[config.mk]
export PLATFORM = sky130hd
export DESIGN_NAME = row_seq_top
export DESIGN_NICKNAME = d
export VERILOG_FILES = /design/src/rtl/row_seq_pkg.sv /design/src/rtl/row_seq_cfg.sv /design/src/rtl/row_seq_ctrl.sv /design/src/rtl/row_seq_dec.sv /design/src/rtl/row_seq_top.sv
export SDC_FILE = /design/constraint.sdc
export NUM_CORES = 1
export LEC_CHECK = 0
export BUFFER_PORTS_ARGS = -buffer_cell sky130_fd_sc_hd__buf_4
export CORE_MARGIN = 10
export CORE_UTILIZATION = 55
export CTS_CLUSTER_DIAMETER = 100
export DETAILED_ROUTE_END_ITERATION = 10
export GPL_TIMING_DRIVEN = 0
export HOLD_SLACK_MARGIN = 0.06
export PLACE_DENSITY = 0.86
export SETUP_SLACK_MARGIN = 0.2
export SLEW_MARGIN = 20
export SYNTH_ARGS = -nofsm -noshare
export SYNTH_HDL_FRONTEND = slang
export SYNTH_HIERARCHICAL = 1
export SYNTH_SLANG_ARGS = --single-unit
[constraint.sdc]
create_clock -name clk -period 4.9 [get_ports clk]
set_clock_uncertainty 0.1 [all_clocks]
set_input_delay 0.735 -clock clk [delete_from_list [all_inputs] [get_ports clk]]
set_output_delay 0.735 -clock clk [all_outputs]
set_load 0.03 [all_outputs]
[src/rtl/row_seq_pkg.sv]
package row_seq_pkg;
  typedef enum logic [3:0] {
    PH_IDLE, PH_PRST, PH_AMPZ, PH_CMPZ, PH_RUP, PH_RDN,
    PH_XFER, PH_SUP, PH_SDN, PH_DONE
  } phase_e;
endpackage

[src/rtl/row_seq_cfg.sv]
module row_seq_cfg #(
  parameter int CNT_W = 8,
  parameter int M_W   = 4,
  parameter int M_MAX = 8,
  localparam int LW   = CNT_W + 1
) (
  input  logic             clk,
  input  logic             rst_n,
  input  logic             take_i,
  input  logic [M_W-1:0]   m_cfg_i,
  input  logic [CNT_W-1:0] rst_len_i,
  input  logic [CNT_W-1:0] az_len_i,
  input  logic [CNT_W-1:0] up_len_i,
  input  logic [CNT_W-1:0] dn_len_i,
  input  logic [CNT_W-1:0] xfer_len_i,
  input  logic [CNT_W-1:0] inv_len_i,
  output logic [M_W-1:0]   m_q,
  output logic [LW-1:0]    rst_q,
  output logic [LW-1:0]    az_q,
  output logic [LW-1:0]    up_q,
  output logic [LW-1:0]    dn_q,
  output logic [LW-1:0]    xfer_q,
  output logic [LW-1:0]    inv_q
);
  // zero length counts as one cycle
  function automatic logic [LW-1:0] len_fix(input logic [CNT_W-1:0] v);
    return (v == '0) ? LW'(1) : LW'(v);
  endfunction

  function automatic logic [M_W-1:0] m_fix(input logic [M_W-1:0] v);
    if (v == '0) return M_W'(1);
    if (int'(v) > M_MAX) return M_W'(M_MAX);
    return v;
  endfunction

  // transfer window must hold one lead cycle, the pulse, and one trail cycle
  function automatic logic [LW-1:0] xfer_fix(input logic [LW-1:0] x, input logic [LW-1:0] i);
    return (x < i + LW'(2)) ? i + LW'(2) : x;
  endfunction

  logic [LW-1:0] inv_fix;
  assign inv_fix = len_fix(inv_len_i);

  always_ff @(posedge clk or negedge rst_n) begin
    if (!rst_n) begin
      m_q <= M_W'(1); rst_q <= LW'(1); az_q <= LW'(1); up_q <= LW'(1);
      dn_q <= LW'(1); xfer_q <= LW'(3); inv_q <= LW'(1);
    end else if (take_i) begin
      m_q    <= m_fix(m_cfg_i);
      rst_q  <= len_fix(rst_len_i);
      az_q   <= len_fix(az_len_i);
      up_q   <= len_fix(up_len_i);
      dn_q   <= len_fix(dn_len_i);
      xfer_q <= xfer_fix(len_fix(xfer_len_i), inv_fix);
      inv_q  <= inv_fix;
    end
  end
endmodule

[src/rtl/row_seq_ctrl.sv]
module row_seq_ctrl
  import row_seq_pkg::*;
#(
  parameter int CNT_W = 8,
  parameter int M_W   = 4,
  parameter int M_MAX = 8,
  localparam int LW   = CNT_W + 1
) (
  input  logic           clk,
  input  logic           rst_n,
  input  logic           start_i,
  input  logic [M_W-1:0] m_q,
  input  logic [LW-1:0]  rst_q,
  input  logic [LW-1:0]  az_q,
  input  logic [LW-1:0]  up_q,
  input  logic [LW-1:0]  dn_q,
  input  logic [LW-1:0]  xfer_q,
  input  logic [LW-1:0]  inv_q,
  output logic           take_o,
  output phase_e         phase_o,
  output logic           inv_win_o
);
  phase_e        ph_q;
  logic [LW-1:0] cnt_q;
  logic [M_W-1:0] rep_q;
  logic [LW-1:0] len_cur;
  logic          phase_end;
  logic          last_rep;

  assign take_o = (ph_q == PH_IDLE) && start_i;

  always_comb begin
    unique case (ph_q)
      PH_PRST:        len_cur = rst_q;
      PH_AMPZ, PH_CMPZ: len_cur = az_q;
      PH_RUP, PH_SUP: len_cur = up_q;
      PH_RDN, PH_SDN: len_cur = dn_q;
      PH_XFER:        len_cur = xfer_q;
      default:        len_cur = LW'(1);
    endcase
  end

  assign phase_end = (cnt_q == len_cur - LW'(1));
  assign last_rep  = (rep_q == m_q - M_W'(1));

  always_ff @(posedge clk or negedge rst_n) begin
    if (!rst_n) begin
      ph_q <= PH_IDLE; cnt_q <= '0; rep_q <= '0;
    end else if (ph_q == PH_IDLE) begin
      cnt_q <= '0; rep_q <= '0;
      if (start_i) ph_q <= PH_PRST;
    end else if (!phase_end) begin
      cnt_q <= cnt_q + LW'(1);
    end else begin
      cnt_q <= '0;
      unique case (ph_q)
        PH_PRST: ph_q <= PH_AMPZ;
        PH_AMPZ: ph_q <= PH_CMPZ;
        PH_CMPZ: ph_q <= PH_RUP;
        PH_RUP:  ph_q <= PH_RDN;
        PH_SUP:  ph_q <= PH_SDN;
        PH_XFER: ph_q <= PH_SUP;
        PH_RDN, PH_SDN: begin
          if (last_rep) begin
            rep_q <= '0;
            ph_q  <= (ph_q == PH_RDN) ? PH_XFER : PH_DONE;
          end else begin
            rep_q <= rep_q + M_W'(1);
            ph_q  <= (ph_q == PH_RDN) ? PH_RUP : PH_SUP;
          end
        end
        default: ph_q <= PH_IDLE;
      endcase
    end
  end

  assign phase_o   = ph_q;
  assign inv_win_o = (ph_q == PH_XFER) && (cnt_q != '0) && (cnt_q <= inv_q);

  AST_NO_OVERFLOW: assert property (@(posedge clk) disable iff (!rst_n)
    rep_q < m_q);
  AST_CNT_BOUND: assert property (@(posedge clk) disable iff (!rst_n)
    cnt_q < len_cur);
  AST_M_RANGE: assert property (@(posedge clk) disable iff (!rst_n)
    (m_q != '0) && (int'(m_q) <= M_MAX));
endmodule

[src/rtl/row_seq_dec.sv]
module row_seq_dec
  import row_seq_pkg::*;
(
  input  logic   clk,
  input  logic   rst_n,
  input  phase_e phase_i,
  input  logic   inv_win_i,
  output logic   row_sel_o,
  output logic   pix_rst_o,
  output logic   amp_rst_o,
  output logic   cmp_az_o,
  output logic   tx_o,
  output logic   sh_o,
  output logic   ramp_run_o,
  output logic   ramp_up_o,
  output logic   cnt_en_o,
  output logic   inv_o,
  output logic   done_o
);
  logic in_row;
  assign in_row     = (phase_i != PH_IDLE) && (phase_i != PH_DONE);
  assign row_sel_o  = in_row;
  assign sh_o       = in_row;
  assign pix_rst_o  = (phase_i == PH_PRST);
  assign amp_rst_o  = (phase_i == PH_AMPZ);
  assign cmp_az_o   = (phase_i == PH_CMPZ);
  assign tx_o       = (phase_i == PH_XFER);
  assign ramp_up_o  = (phase_i == PH_RUP) || (phase_i == PH_SUP);
  assign ramp_run_o = ramp_up_o || (phase_i == PH_RDN) || (phase_i == PH_SDN);
  assign cnt_en_o   = ramp_up_o;
  assign inv_o      = inv_win_i;
  assign done_o     = (phase_i == PH_DONE);

  AST_INV_IN_XFER: assert property (@(posedge clk) disable iff (!rst_n)
    inv_o |-> tx_o && !cnt_en_o);
  AST_INV_LEAD: assert property (@(posedge clk) disable iff (!rst_n)
    $rose(inv_o) |-> $past(tx_o));
  AST_AMP_THEN_CMP: assert property (@(posedge clk) disable iff (!rst_n)
    $rose(cmp_az_o) |-> $past(amp_rst_o));
  AST_PIX_IN_ROW: assert property (@(posedge clk) disable iff (!rst_n)
    pix_rst_o |-> row_sel_o);
  AST_DONE_SINGLE: assert property (@(posedge clk) disable iff (!rst_n)
    done_o |=> !done_o && !row_sel_o);
  AST_DONE_QUIET: assert property (@(posedge clk) disable iff (!rst_n)
    done_o |-> !row_sel_o && !ramp_run_o && !tx_o);
endmodule

[src/rtl/row_seq_top.sv]
module row_seq_top
  import row_seq_pkg::*;
#(
  parameter int CNT_W = 8,
  parameter int M_W   = 4,
  parameter int M_MAX = 8,
  localparam int LW   = CNT_W + 1
) (
  input  logic             clk,
  input  logic             rst_n,
  input  logic             start_i,
  input  logic [M_W-1:0]   m_cfg_i,
  input  logic [CNT_W-1:0] rst_len_i,
  input  logic [CNT_W-1:0] az_len_i,
  input  logic [CNT_W-1:0] up_len_i,
  input  logic [CNT_W-1:0] dn_len_i,
  input  logic [CNT_W-1:0] xfer_len_i,
  input  logic [CNT_W-1:0] inv_len_i,
  output logic             row_sel_o,
  output logic             pix_rst_o,
  output logic             amp_rst_o,
  output logic             cmp_az_o,
  output logic             tx_o,
  output logic             sh_o,
  output logic             ramp_run_o,
  output logic             ramp_up_o,
  output logic             cnt_en_o,
  output logic             inv_o,
  output logic             done_o
);
  logic           take;
  logic [M_W-1:0] m_q;
  logic [LW-1:0]  rst_q, az_q, up_q, dn_q, xfer_q, inv_q;
  phase_e         phase;
  logic           inv_win;

  row_seq_cfg #(.CNT_W(CNT_W), .M_W(M_W), .M_MAX(M_MAX)) cfg_i (
    .clk(clk), .rst_n(rst_n), .take_i(take), .m_cfg_i(m_cfg_i),
    .rst_len_i(rst_len_i), .az_len_i(az_len_i), .up_len_i(up_len_i),
    .dn_len_i(dn_len_i), .xfer_len_i(xfer_len_i), .inv_len_i(inv_len_i),
    .m_q(m_q), .rst_q(rst_q), .az_q(az_q), .up_q(up_q), .dn_q(dn_q),
    .xfer_q(xfer_q), .inv_q(inv_q)
  );

  row_seq_ctrl #(.CNT_W(CNT_W), .M_W(M_W), .M_MAX(M_MAX)) ctrl_i (
    .clk(clk), .rst_n(rst_n), .start_i(start_i), .m_q(m_q),
    .rst_q(rst_q), .az_q(az_q), .up_q(up_q), .dn_q(dn_q),
    .xfer_q(xfer_q), .inv_q(inv_q), .take_o(take),
    .phase_o(phase), .inv_win_o(inv_win)
  );

  row_seq_dec dec_i (
    .clk(clk), .rst_n(rst_n), .phase_i(phase), .inv_win_i(inv_win),
    .row_sel_o(row_sel_o), .pix_rst_o(pix_rst_o), .amp_rst_o(amp_rst_o),
    .cmp_az_o(cmp_az_o), .tx_o(tx_o), .sh_o(sh_o), .ramp_run_o(ramp_run_o),
    .ramp_up_o(ramp_up_o), .cnt_en_o(cnt_en_o), .inv_o(inv_o), .done_o(done_o)
  );

  AST_START_IGNORED: assert property (@(posedge clk) disable iff (!rst_n)
    (row_sel_o && start_i) |=> !$rose(pix_rst_o));
  AST_SH_TRACKS_ROW: assert property (@(posedge clk) disable iff (!rst_n)
    sh_o == row_sel_o);
endmodule

* Yosys cells after proc, flatten, opt, wreduce, memory -nomap -nowiden
Cells that the tools add are included.
** Storage, ports and cells
- Word-level logic and storage cells :: 85
- Output and inout port bits :: 11
- Bits in registers :: 75
** Operators by class
- Order comparisons :: 3
- Add/sub/neg operators :: 5
- Eq/ne operators :: 13
- Reduce and logical (&&, ||, !) cells :: 24
- Muxes and demuxes :: 30
** Operators with widths (count)
- $mux W4 :: 13
- $logic_not A8 Y1 :: 6
- $mux W8 :: 6
- $pmux W9 S5 :: 1
- $pmux W4 S7 :: 1
- $mux W9 :: 3
- $eq A4 B3 Y1 const B :: 4
- $add A9 B1 Y9 const B :: 1
- $add A9 B2 Y9 const B :: 1
- $eq A9 B9 Y1 :: 1
- $le A9 B9 Y1 :: 1
- $lt A9 B9 Y1 :: 1
- $reduce_bool A9 Y1 :: 1
- $sub A9 B1 Y9 const B :: 1
- $eq A4 B2 Y1 const B :: 2
- $eq A4 B4 Y1 const B :: 2
- $logic_not A4 Y1 :: 2
- $reduce_or A2 Y1 :: 3
- $mux W1 :: 5
- $add A4 B1 Y4 const B :: 1
- $eq A4 B1 Y1 const B :: 1
- $eq A4 B4 Y1 :: 1
- $gt A4 B4 Y1 const B :: 1
- $logic_and A1 B1 Y1 :: 4
- 8 further kinds :: 12

* Longest topological paths before layout
Gate-level depths: netlist (run 1).
- Depth in word-level cells :: 7
- Gate-level depth with buffers :: 16
- Depth with buffers taken out :: 12

* Cells and area by module
Netlist (run 1), hierarchy kept.
** By module, submodules not included
- row_seq_cfg :: instances 1, cells an instance 211, area an instance 2561.2 um^2, seq. area each 1336.3 um^2
- row_seq_ctrl :: instances 1, cells an instance 281, area an instance 2306.0 um^2, seq. area each 425.4 um^2
- row_seq_dec :: instances 1, cells an instance 17, area an instance 116.4 um^2, seq. area each 0.0 um^2

* Worst setup path after synthesis (run 1)
OpenSTA, ideal clock, no wires.
- Path type :: register -> register
- Start point :: reg ctrl_i.ph_q[0], in the netlist ctrl_i/phase_o[0]
- End point :: reg ctrl_i.ph_q[2], in the netlist ctrl_i/phase_o[2]
- Period minus slack after synthesis :: 3.462 ns
- Buffers on the path :: 3
- Path slack :: 1.438 ns
- Stages on the path, launching flop included :: 16
- Arrival :: 3.235 ns
- Cells stage by stage :: dfrtp_1 > buf_2 > nor4b_4 > nand2b_4 > buf_6 > a22oi_2 > and2_1 > ha_1 > nand3_1 > o21ai_1 > a2111oi_2 > a211oi_2 > nor4_4 > buf_6 > mux2i_1 > nand3_1
** Between the ends
- Longest elaborated chain between the ends :: 7
- Elaborated cells between the ends (all ways) :: 23
- Those cells by class :: add/sub (1); eq/ne (10); mux (6); reduce/logical (6)
** RTL lines
- start: declaration :: RTL line row_seq_ctrl.sv:23 : phase_e ph_q;
- start signal: assignment :: RTL line row_seq_ctrl.sv:66 : ph_q <= (ph_q == PH_RDN) ? PH_XFER : PH_DONE;
- start signal: assignment :: RTL line row_seq_ctrl.sv:69 : ph_q <= (ph_q == PH_RDN) ? PH_RUP : PH_SUP;
- $eq A4 B4 Y1 (tied with other cells) :: RTL line row_seq_ctrl.sv:33, row_seq_ctrl.sv:56
- $reduce_or A2 Y1, on equally long branches :: RTL line row_seq_ctrl.sv:33, row_seq_ctrl.sv:56
- $pmux W9 S5 :: RTL line row_seq_ctrl.sv:33 : unique case (ph_q)
- $sub A9 B1 Y9 :: RTL line row_seq_ctrl.sv:43 : assign phase_end = (cnt_q == len_cur - LW'(1));
- $eq A9 B9 Y1 :: RTL line row_seq_ctrl.sv:43
- $reduce_bool A2 Y1 (no source line)
- $reduce_and A2 Y1 (no source line)
Several ways; a longest one is shown, not always the timed one. The select of a mux whose other input is x is not followed.
A chain may end at the register's enable or synchronous reset.

* Final worst setup path (run 1)
- Start point :: reg ctrl_i.ph_q[3], in the netlist ctrl_i/phase_o[3]
- End point :: reg ctrl_i.ph_q[2], in the netlist ctrl_i/phase_o[2]
The elaborated chain is that of the path after synthesis.

==> results of run 1 <==
==> synth_stat cells (4+ instances only) <==
cell type   n
a21o_1      5
a21oi_1    31
buf_2      10
buf_4      12
buf_6       6
clkbuf_1   13
dfrtp_1    62
dfstp_2     8
ha_1       22
inv_1      23
mux2_2     39
mux2i_1    11
nand2_1    26
nand2b_1    8
nand3_1    19
nand3b_1   10
nand4_1     9
nor2_1     31
nor3_1     13
nor4_1     10
o211ai_1   10
o21a_1      8
o21ai_0    10
o21ai_1     4
o311ai_0    4
xnor2_1    18
xor2_1     12
==> worst max-delay path, delay by kind of cell, from the launching register on <==
kind                     cells  cell delay [ps]
AND/OR/NAND/NOR              6             1510
AO/OA/AOI/OAI                4              690
buffers and inverters        3              630
flip-flops                   1              470
adder cells (fa/ha/maj)      1              270
multiplexers                 1              210
==> sequential cells by signal, indices dropped and copies added (netlist names) <==
signal and count:
cfg_i/rst_q 8, ctrl_i/cnt_q 9, cfg_i/dn_q 8, ctrl_i/phase_o 4, cfg_i/az_q 8, cfg_i/m_q 4, cfg_i/inv_q 8, cfg_i/up_q 8
cfg_i/xfer_q 9, ctrl_i/rep_q 4
==> final cells by class <==
cell class,count,area [um^2],share of cell area
Tap cell,108,135,0.0232
Multi-Input combinational cell,376,2880,0.494
Inverter,24,90.1,0.0155
Buffer,43,270,0.0465
Clock inverter,4,72.6,0.0125
Clock buffer,11,131,0.0226
Timing Repair Buffer,64,480,0.0826
Sequential cell,70,1760,0.303
==> layer usage <==
layer  up-vias  GRT usage
li1       1984          -
met1      2094      0.244
met2       184      0.326
met5         -          0
met4         0     0.0734
met3        35     0.0438
==> power breakdown <==
| part | internal (mW) | total (mW) | switching [mW] |
|---|---|---|---|
| registers | 0.578 | 0.578 | 0 |
| clock network | 0.283 | 0.500 | 0.216 |
| logic | 0.0501 | 0.104 | 0.0542 |
==> worst min-delay path by stage <==
| stage | start | cells after the start | endpoint | slack [ps] |
|---|---|---|---|---|
| 2_1_floorplan | rst_n | 0 | cfg_i/az_q[1] | 340 |
| 3_3_place_gp | cfg_i/inv_q[0] | 2 | cfg_i/inv_q[0] | 380 |
| 3_5_place_dp | cfg_i/inv_q[0] | 2 | cfg_i/inv_q[0] | 380 |
| 4_1_cts | cfg_i/inv_q[0] | 2 | cfg_i/inv_q[0] | 390 |
| 5_1_grt | cfg_i/inv_q[0] | 2 | cfg_i/inv_q[0] | 400 |
| 6_report | rst_n | 1 | cfg_i/up_q[2] | 370 |
==> cells in the final DEF, fill, tap and decap left out, types with 4 or more instances in the layout <==
master    Yosys  routed
a21o_1        5       5
dfstp_2       8       8
nor3_1       13      13
o311ai_0      4       4
buf_2        10      10
xor2_1       12      12
conb_1        1       5
nand4_1       9       9
nand3_1      19      19
o211ai_1     10      10
ha_1         22      22
nand3b_1     10      10
mux2_2       39      39
mux2i_1      11      11
a21oi_1      31      31
clkbuf_1     13      15
inv_1        23      23
buf_6         6       6
nand2b_1      8       8
xnor2_1      18      18
o21ai_0      10      10
o21ai_1       4       4
buf_4        12      76
nor4_1       10      10
dfrtp_1      62      62
o21a_1        8       8
nand2_1      26      26
clkbuf_8      0       9
nor2_1       31      31
==> cells by family (layout without fill, tap and decap cells) <==
family,after synthesis,in the layout,share of synthesized area
multiplexers,50,50,0.110
other,1,5,0.000752
adder cells (fa/ha/maj),22,22,0.0552
AND/OR/NAND/NOR,163,163,0.193
AO/OA/AOI/OAI,105,105,0.159
buffers and inverters,67,146,0.0723
XOR/XNOR,31,31,0.0560
flip-flops,70,70,0.354
==> results.yml, run 1 <==
power_and_ir_drop:
  powerDensity_nw_per_um2: 203
  irDropWorstVdd_mv: 0.114
  power_mw: 1.18
  p_leak_nw: 2.64
cells_and_area:
  drive_above_1_share: 0.304
  fillerInstances: 711
  antenna_cells: 0
  design_area_um2: 5820
  synthToLayoutAreaGrowth_pct: 16.7
  nets: 665
  post-route-util: 0.664
  instances_no_fill: 700
critical_path:
  startpoint: "ctrl_i/phase_o[3]"
  critPathArrivalTime_ps: 4130
  cp-end-kind: "flop"
  r2r_slack_ps: 880
  start_kind: "flop"
  crit_end: "ctrl_i/phase_o[2]"
  reg2reg_depth: 15
  path_max_fanout: 10
  cp_cell_sequence: "buf_2 -> nor4b_4 -> nand2b_4 -> buf_6 -> a22oi_2 -> and2_1 -> ha_1 -> nand3_1 -> o21ai_1 -> a2111oi_2 -> a211oi_2 -> nor4_4 -> buf_6 -> mux2i_1 -> nand3_1"
  path_class: "flop to flop"
  worstPathRequired_ps: 5010
  r2r-start: "ctrl_i/phase_o[3]"
  cpPeakStageDelay_ps: 470
  reg2reg_to: "ctrl_i/phase_o[2]"
  cp_slowest_cell: "dfrtp_1"
synth:
  synth_area_um2: 4980
  synth_top_area_frac: 0.311
  ys_seq_area_frac: 0.354
  synth.distinct_cells: 82
  yosysTopAreaCell: "dfrtp_1"
  synthTopCellsByArea: "dfrtp_1 31%, mux2_2 8.8%, ha_1 5.5%, dfstp_2 4.2%, xnor2_1 3.2%"
  ys_seq_elements: 70
  yosysWarnings: 6
  synth.avg_cell_area_um2: 9.79
  synth_ff_type: "dfrtp_1"
  async_flop_share: 1.00
  synthCells: 509
  synth_edf_count: 0
routing:
  ant_nets: 0
  drtIter0Drc: 306
  route.vias.total: 4297
  wl_met3_um: 921
  wl_met2_mm: 6.27
  highest_layer: "met4"
  vias_per_cell: 6.14
  wl_met1_mm: 5.29
  wl_per_cell_um: 18.3
  drc: 0
  drtPass1Iterations: 5
  drt-total-wl_mm: 12.8
grt:
  grt_max_degree: 71
  track_usage: 0.196
  antenna_found_initial: 0
  grt_pass1_wl_mm: 21.2
  grt-ovfl-total: 0
  grt_pass1_vias: 4278
cts:
  htreeDepth: 3
  clock_tree.root_cell: "clkbuf_8"
  cts_tree: "yes"
  clk_latency_ps: 350
  ctsHoldBuffers: 0
  clk_path_buf_depth: 2
  ctsResizeCount: 0
  cts_made_buffers: 9
  cts.sinks: 70
  path_clk_slew_ps: 80
  cts_setup_buffers: 0
die:
  fp.dieW_um: 115
  num_rows: 34
  die_y_um: 115
  io_pins: 66
  start_util: 0.569
  core-area_um2: 8760
  die_area_um2: 13300
timing:
  fin_ws_ps: 881
  tightest_slew_ps: 875
  period_needed_ps: 4020
  finalHoldViolations: 0
  max-slew-margin-rel: 0.417
  finalMaxSlewViolations: 0
  fin_setup_tns_ps: 0
  whs_ps: 370
  final.period_utilization: 0.820
  fmax_ghz: 0.249
  setup_viol: 0
  rsz0062_at_grt: "false"
placed_design:
  post-place-ws_ps: 956
  placed_cell_area_um2: 5610
  place_congestion: 0.997
  dpl.cell_count: 685
  hpwl_mm: 10.0
  port_buffers: 64
run:
  max_cap_violations: 0
run_status:
  status: "finished clean"
hold_path:
  hold_class: "input pin to asynchronous set/reset pin"
Power figures use the tool's default switching activity.
==> run 2, diff against run 1 <==
--- a/config.mk
+++ b/config.mk
@@ -5,9 +5,10 @@
 export SDC_FILE = /design/constraint.sdc
 export NUM_CORES = 1
 export LEC_CHECK = 0
+export ABC_AREA = 1
 export BUFFER_PORTS_ARGS = -buffer_cell sky130_fd_sc_hd__buf_4
 export CORE_MARGIN = 10
-export CORE_UTILIZATION = 55
+export CORE_UTILIZATION = 53
 export CTS_CLUSTER_DIAMETER = 100
 export DETAILED_ROUTE_END_ITERATION = 10
 export GPL_TIMING_DRIVEN = 0
==> constraint.sdc (replaced) <==
create_clock -name clk -period 3.6 [get_ports clk]
set_clock_uncertainty 0.1 [all_clocks]
set_input_delay 0.54 -clock clk [delete_from_list [all_inputs] [get_ports clk]]
set_output_delay 0.54 -clock clk [all_outputs]
set_load 0.03 [all_outputs]
==> run 2 against run 1 <==
Net effect:
- area after synthesis shrank 1.8%
- via count grew 12%
- die area grew 1.6%
- sequential share of layout area grew 0.38 points
- highest routed layer unchanged
- largest cell class unchanged
- critical path type is now flop to output port
- final area shrank 1.2%
- total power grew to 4.0 times the previous value
- wire length grew 0.43%
==> results.yml, run 2 <==
cells_and_area:
  top_regs: "cfg_i/xfer_q (9), ctrl_i/cnt_q (9)"
  drive_above_1_share: 0.210
  layout_commonest_cell: "nand2_1"
  fillerInstances: 824
  synthToLayoutAreaGrowth_pct: 17.4
  nets: 856
  final_cell_mix: "226 x nand2_1, 75 x inv_1, 75 x buf_4, 67 x nand3_1, 62 x dfrtp_1"
  layout.area.seq_um2: 1760
  multi_input_area_um2: 2650
  antenna_cells: 0
  post-route-util: 0.631
  instances_no_fill: 895
routing:
  drt-total-wl_mm: 12.9
  drc: 0
  vias_per_cell: 5.39
  route.vias.total: 4828
  ant_nets: 0
  drtPass1Iterations: 5
  wl_per_cell_um: 14.4
  drtIter0Drc: 425
synth:
  async_flop_share: 1.00
  synth_top_area_frac: 0.317
  synth.avg_cell_area_um2: 7.00
  ys_seq_elements: 70
  synth_ff_type: "dfrtp_1"
  yosysWarnings: 6
  synth_edf_count: 0
  synth.distinct_cells: 37
  yosysTopAreaCell: "dfrtp_1"
  synthCells: 699
  synthTopCellsByArea: "dfrtp_1 32%, nand2_1 17%, nand3_1 6.9%, inv_1 5.8%, ha_1 5.6%"
  yosysMostFrequentCell: "nand2_1"
  ys_seq_area_frac: 0.360
  synth_area_um2: 4890
  ys_top_cells_by_count: "226 x nand2_1, 75 x inv_1, 67 x nand3_1, 62 x dfrtp_1, 53 x nor2_1"
timing:
  finalMaxSlewViolations: 0
  tightest_slew_ps: 882
  final.period_utilization: 0.852
  fmax_ghz: 0.326
  period_needed_ps: 3070
  setup_viol: 0
  finalHoldViolations: 0
  fin_setup_tns_ps: 0
  max-slew-margin-rel: 0.412
  rsz0062_at_grt: "false"
critical_path:
  reg2reg_depth: 18
  cp_cell_sequence: "ha_1 -> nand2_1 -> nor2_1 -> a211oi_1 -> o21ai_0 -> a21boi_0 -> o21ai_0 -> a221oi_2 -> buf_4 -> buf_4"
  path_max_fanout: 6
  r2r_slack_ps: 560
  r2r-start: "ctrl_i/phase_o[0]"
  start_kind: "flop"
  path_class: "flop to output port"
  critPathArrivalTime_ps: 2430
  cpPeakStageDelay_ps: 470
  cp-end-kind: "output port"
  cp_slowest_cell: "dfrtp_1"
  worstPathRequired_ps: 2960
  reg2reg_to: "ctrl_i/cnt_q[8]"
die:
  die_area_um2: 13500
  core-area_um2: 9110
  io_pins: 66
  num_rows: 35
  die_y_um: 116
  start_util: 0.537
  fp.dieW_um: 116
cts:
  clk_path_buf_depth: 2
  clk_latency_ps: 370
  clock_tree.root_cell: "clkbuf_8"
  htreeDepth: 3
  cts_tree: "yes"
  cts.sinks: 70
  cts_made_buffers: 9
  path_clk_slew_ps: 90
grt:
  grt_pass1_vias: 4728
  busiest_layer: "met2"
  grt-ovfl-total: 0
  grt_max_degree: 71
  use_met2: 0.334
  use_met1: 0.238
  antenna_found_initial: 0
  grt_pass1_wl_mm: 21.5
  grt_use_met3: 0.0411
  track_usage: 0.198
power_and_ir_drop:
  p_comb_frac: 0.566
  irDropWorstVdd_mv: 0.352
  seqPwrFrac: 0.293
  powerDensity_nw_per_um2: 825
  p_leak_nw: 3.07
  clock_power_share: 0.140
  switching_share: 0.490
  intPower_mw: 2.42
  net-switching-power_mw: 2.32
placed_design:
  dpl.cell_count: 879
  port_buffers: 65
  hpwl_mm: 10.1
  place_congestion: 0.889
hold_path:
  hold_class: "input pin to asynchronous set/reset pin"
run:
  max_cap_violations: 0
run_status:
  status: "finished clean"
## run 2: cell types whose count changed after synthesis, sizes merged, moves of 23 or more
cell   delta
nor2     +40
inv      +64
nand3    +52
mux2     -39
a21oi    -23
nand2   +220
## run 2: worst max-delay path, delay by kind of cell (launching register included)
family | cells | cell delay (ps)
AOI/OAI and AO/OA | 5 | 840
adders and majority gates | 1 | 330
buffers and inverters | 2 | 280
DFF | 1 | 470
and+or+nand+nor | 2 | 150
## run 2: how the worst max path moves through the flow
stage | end | cells past startpoint | startpoint
2_1_floorplan | ctrl_i/rep_q[3] | 19 | ctrl_i/phase_o[1]
3_3_place_gp | ctrl_i/rep_q[3] | 18 | ctrl_i/phase_o[3]
3_5_place_dp | ctrl_i/rep_q[3] | 21 | ctrl_i/phase_o[1]
4_1_cts | inv_o | 10 | ctrl_i/cnt_q[2]
5_1_grt | inv_o | 10 | ctrl_i/cnt_q[2]
6_report | inv_o | 10 | ctrl_i/cnt_q[2]
## run 2: final cells by class
class / count / share of cell area
multi-input combinational: 514 / 0.461
sequential: 70 / 0.307
timing repair buffer: 65 / 0.0849
inverter: 87 / 0.0568
buffer: 32 / 0.0307
tap: 111 / 0.0242
clock buffer: 9 / 0.0216
clock inverter: 7 / 0.0137
## run 2: layer usage
| layer | vias to the layer above | wire, um | share of wire |
|---|---|---|---|
| met5 | - | 0 | 0 |
| met4 | 0 | 320 | 0.025 |
| met3 | 33 | 743 | 0.058 |
| met2 | 182 | 6320 | 0.49 |
| met1 | 2264 | 5480 | 0.43 |
| li1 | 2349 | - | - |
## run 2: power groups by stage
stage	registers, mW	clock network [mW]	logic, mW
3_3_place_gp	1.38	0	2.51
3_5_place_dp	1.39	0	2.64
4_1_cts	1.38	0.673	2.65
5_1_grt	1.42	0.706	3.01
2_1_floorplan	1.32	0	2.03
6_report	1.39	0.665	2.68
## run 2: cell families after synthesis
family | share of synthesized area
compound gates | 0.0537
xor+xnor | 0.0268
fa+ha+maj | 0.0562
buf+inv | 0.103
flops | 0.360
other cells | 0.000766
simple gates | 0.400
## run 2: what timing repair did
action | CTS | global route
hold buffers | 0 | 0
setup endpoints to repair | 0 | 1
hold endpoints to repair | 0 | 0
resized for setup | 0 | 1
setup buffers | 0 | 0
## run 2: per-stage QoR
stage / area [um^2] / worst slack [ps] / power [mW] / hold slack [ps]
2_1_floorplan: 4910 / 1050 / 3.35 / 144
4_1_cts: 5740 / 481 / 4.71 / 214
5_1_grt: 5750 / 247 / 5.14 / 243
3_5_place_dp: 5540 / 662 / 4.03 / 361
6_report: 5750 / 533 / 4.74 / 180
3_3_place_gp: 5540 / 743 / 3.89 / 355
